### src/rtl/bankswitch_ctl.sv
module bankswitch_ctl #(
  parameter int          ADDR_W   = 16,
  parameter logic [15:0] WIN_BASE = 16'hC080
) (
  input  logic              clk,
  input  logic              rst_n,
  input  logic [ADDR_W-1:0] bus_addr,
  input  logic              bus_wr,
  input  logic              bus_valid,
  output logic              rd_from_ram,
  output logic              ram_wr_en,
  output logic              bank_one_sel
);

  logic in_win, sel_odd, rd_hit, pre_q;
  logic src_ram_n, wen_n, pre_n;

  assign in_win    = bus_valid && (bus_addr[ADDR_W-1:4] == WIN_BASE[ADDR_W-1:4]);
  assign sel_odd   = bus_addr[0];
  assign rd_hit    = in_win && !bus_wr && sel_odd;
  assign src_ram_n = (bus_addr[1] == bus_addr[0]);

  always_comb begin
    wen_n = ram_wr_en;
    pre_n = pre_q;
    if (bus_valid && bus_wr) pre_n = 1'b0;
    if (in_win && !sel_odd) begin
      wen_n = 1'b0;
      pre_n = 1'b0;
    end else if (rd_hit) begin
      wen_n = ram_wr_en | pre_q;
      pre_n = 1'b1;
    end
  end

  always_ff @(posedge clk) begin
    if (!rst_n) begin
      bank_one_sel <= 1'b0;
      rd_from_ram  <= 1'b0;
      ram_wr_en    <= 1'b1;
      pre_q        <= 1'b0;
    end else begin
      if (in_win) begin
        bank_one_sel <= bus_addr[3];
        rd_from_ram  <= src_ram_n;
      end
      ram_wr_en <= wen_n;
      pre_q     <= pre_n;
    end
  end

endmodule


### config.mk
export PLATFORM = sky130hd
export DESIGN_NAME = bankswitch_ctl
export DESIGN_NICKNAME = d
export VERILOG_FILES = /design/src/rtl/bankswitch_ctl.sv
export SDC_FILE = /design/constraint.sdc
export NUM_CORES = 1
export LEC_CHECK = 0
export ABC_AREA = 1
export BUFFER_PORTS_ARGS = -buffer_cell sky130_fd_sc_hd__buf_2
export CORE_AREA = 2 2 39 41
export CTS_CLUSTER_DIAMETER = 40
export DETAILED_ROUTE_END_ITERATION = 16
export DIE_AREA = 0 0 41 43
export SLEW_MARGIN = 30
export SYNTH_ARGS = -nofsm -noshare
export SYNTH_HDL_FRONTEND = slang
export SYNTH_SLANG_ARGS = --single-unit
### constraint.sdc
create_clock -name clk -period 0.9 [get_ports clk]
set_input_delay 0.225 -clock clk [delete_from_list [all_inputs] [get_ports clk]]
set_output_delay 0.225 -clock clk [all_outputs]
set_load 0.01 [all_outputs]
==> results_dict.tcl <==
set metrics [dict create \
    grt_pass1_wl_mm 1.193 \
    setup_viol 0 \
    cp_num_buf_inv 1 \
    fmax_mhz 1133 \
    syn_inst 48 \
    busiest_layer "met2" \
    grt_remaining_overflow 0 \
    max_slew_margin 0.9021 \
    grt_pass1_vias 321 \
    grt_max_degree 5 \
    numCtsBuffers 3 \
    synth_top_cell_by_area "dfxtp_1" \
    wire_per_inst_um 7.966 \
    worstMarginPinSlew_ps 145.5 \
    vias_per_cell 4.080 \
    fin_crit_ps 882.6 \
    first_pass_iters 4 \
    post-cts-setup-buffers 0 \
    stdcell_area_um2 473.0 \
    gr-usage-all-layers 0.1024 \
    rsz0062_at_grt "yes" \
    critPathRequiredTime_ps 670 \
    grtUsageMet3 0.06283 \
    core_um2 1384 \
    io_pins 23 \
    use_met2 0.1469 \
    p_per_area_nw_per_um2 1022 \
    first_iter_violations 8 \
    nFillCells 155 \
    dp.cells 85 \
    tritoncts "yes" \
    fin_crit_sh 0.9806 \
    antenna_cells 0 \
    antenna_found_initial 0 \
    clock_latency_ps 230 \
    seqPwrFrac 0.369 \
    synth.top_cells.by_area "dfxtp_1 (26%), nor2_1 (15%), nand2_1 (11%)" \
    crit_family "flip-flops" \
    tns_ps 0 \
    ys_seq_area_frac 0.2645 \
    clk_pin_slew_worst_paths_ps 40 \
    final_cells 88 \
    vias 359 \
    syn_to_final_growth_pct 56.20 \
    final_common_cell "buf_2" \
    switching_share 0.2322 \
    clock_path_buffers 2 \
    regArea_um2 83.83 \
    place_congestion 0.7215 \
    die_area_um2 1763 \
    crit_arrival_ps 660 \
    use_met1 0.1190 \
    p_leak_nw 0.2336 \
    min_path_type "primary input to flop" \
    multi_input_area_um2 196.4 \
    clock_power_share 0.454 \
    hold_viol_final 0 \
    nNetsFinal 94 \
    drt-total-wl_um 701 \
    outcome "complete, no violations" \
    htree_levels 1 \
    placed_cell_area_um2 427.9 \
    critPathMaxFanout 2 \
    maxCapViolations 0 \
    port_buffers 21 \
    syn_area_per_cell_um2 6.308 \
    start_util 0.2188 \
    syn_area_um2 302.8 \
    die_y_um 43 \
    drive_gt1_frac 0.4583 \
    cp_cell_sequence "buf_6" \
    ys_types 15 \
    vdd.ir_drop.worst_uv 547.1 \
    p_switching_mw 0.1122 \
    skew_ps 0.02169 \
    cpPeakStageDelay_ps 310 \
    detail-route-antenna-nets 0 \
    cts.sinks 4 \
    cts_root_buf "clkbuf_4" \
    dpl.hpwl_um 611 \
    num_rows 14 \
    final_cell_mix "buf_2 (18), nor2_1 (12), nand2_1 (9)" \
    worstSetupPathType "flop to primary output" \
    yosys_register_bits 4 \
    ys_warn_count 0 \
    crit_path_end_kind "primary output" \
    intPower_mw 0.3711 \
    synth_top_area_frac 0.2645 \
    critPathLaunchType "flop" \
    drc 0 \
    cp_slowest_cell "dfxtp_2" \
    syn_nets 68 \
    die_w_um 41 \
    finalCoreUtilization 0.3418 \
    combPwrFrac 0.177 \
    drv_slew 0 \
]
metrics by stage:
stage / worst slack (ps) / power, mW / hold WS (ps)
5_1_grt: -13.09 / 0.5236 / 220.5
6_report: 17.45 / 0.4833 / 224.2
4_1_cts: 7.522 / 0.4972 / 215.3
3_5_place_dp: -98.00 / 0.2671 / 442.6
3_3_place_gp: -90.47 / 0.2662 / 443.3
2_1_floorplan: 78.50 / 0.2150 / 309.6
what timing repair did:
action	in CTS	in global routing
pin swaps	0	0
endpoints found under the setup margin	3	3
hold buffers	0	0
gates resized for setup	6	0
power by group through the flow:
| stage | Combinational [mW] | Clock (mW) | Sequential, mW |
|---|---|---|---|
| after global placement | 0.0852 | 0 | 0.181 |
| after detailed placement | 0.0861 | 0 | 0.181 |
| final | 0.0857 | 0.219 | 0.178 |
| after floorplan | 0.0340 | 0 | 0.181 |
| after global routing | 0.0982 | 0.247 | 0.178 |
| after CTS | 0.0866 | 0.232 | 0.178 |
worst register-to-register path, stage by stage (launching register included):
cell	delay, ps
dfxtp_1	310
inv_1	40
nand2_1	50
inv_1	40
nor2_1	70
cells by family (layout without fill, tap and decap cells):
group / count (synthesis) / in the layout / synth area share
and+or+nand+nor: 35 / 35 / 0.5950
DFF: 4 / 4 / 0.2645
xor gates and xnor gates: 1 / 1 / 0.02893
AOI/OAI and AO/OA: 1 / 1 / 0.02480
buffers and inverters: 7 / 31 / 0.08676
layout make-up:
class | count | area share
clock buffers | 3 | 0.04762
well taps | 16 | 0.04233
repair buffers | 21 | 0.2619
flip-flops and latches | 4 | 0.1772
inverters | 7 | 0.05556
multi-input cells | 37 | 0.4153
state kept, by name (all words and copies together) (netlist names):
register and flops:
bank_one_sel 1, pre_q 1, ram_wr_en 1, rd_from_ram 1
cells in the mapped netlist:
master     n
nor2_1    12
nand2_1    9
inv_1      6
dfxtp_1    4
nand3_1    4
nand3b_1   2
nand4_1    2
nor2_4     2
a21boi_0   1
and2_4     1
inv_2      1
nand3_2    1
nor2_2     1
or2_0      1
xor2_1     1
metal layers:
| layer | up-vias | wire [um] |
|---|---|---|
| met2 | 14 | 314 |
| met3 | 0 | 71 |
| met4 | 0 | 0 |
| met5 | - | 0 |
| met1 | 147 | 315 |
| li1 | 198 | - |
final timing paths:
check | endpoint | cells after the start | startpoint | slack, ps
min reg2reg | ram_wr_en | 2 | ram_wr_en | 450
max | rd_from_ram | 1 | rd_from_ram | 20
min | ram_wr_en | 2 | rst_n | 220
max reg2reg | pre_q | 4 | pre_q | 320
No activity file was read; power rests on OpenSTA's default activity.
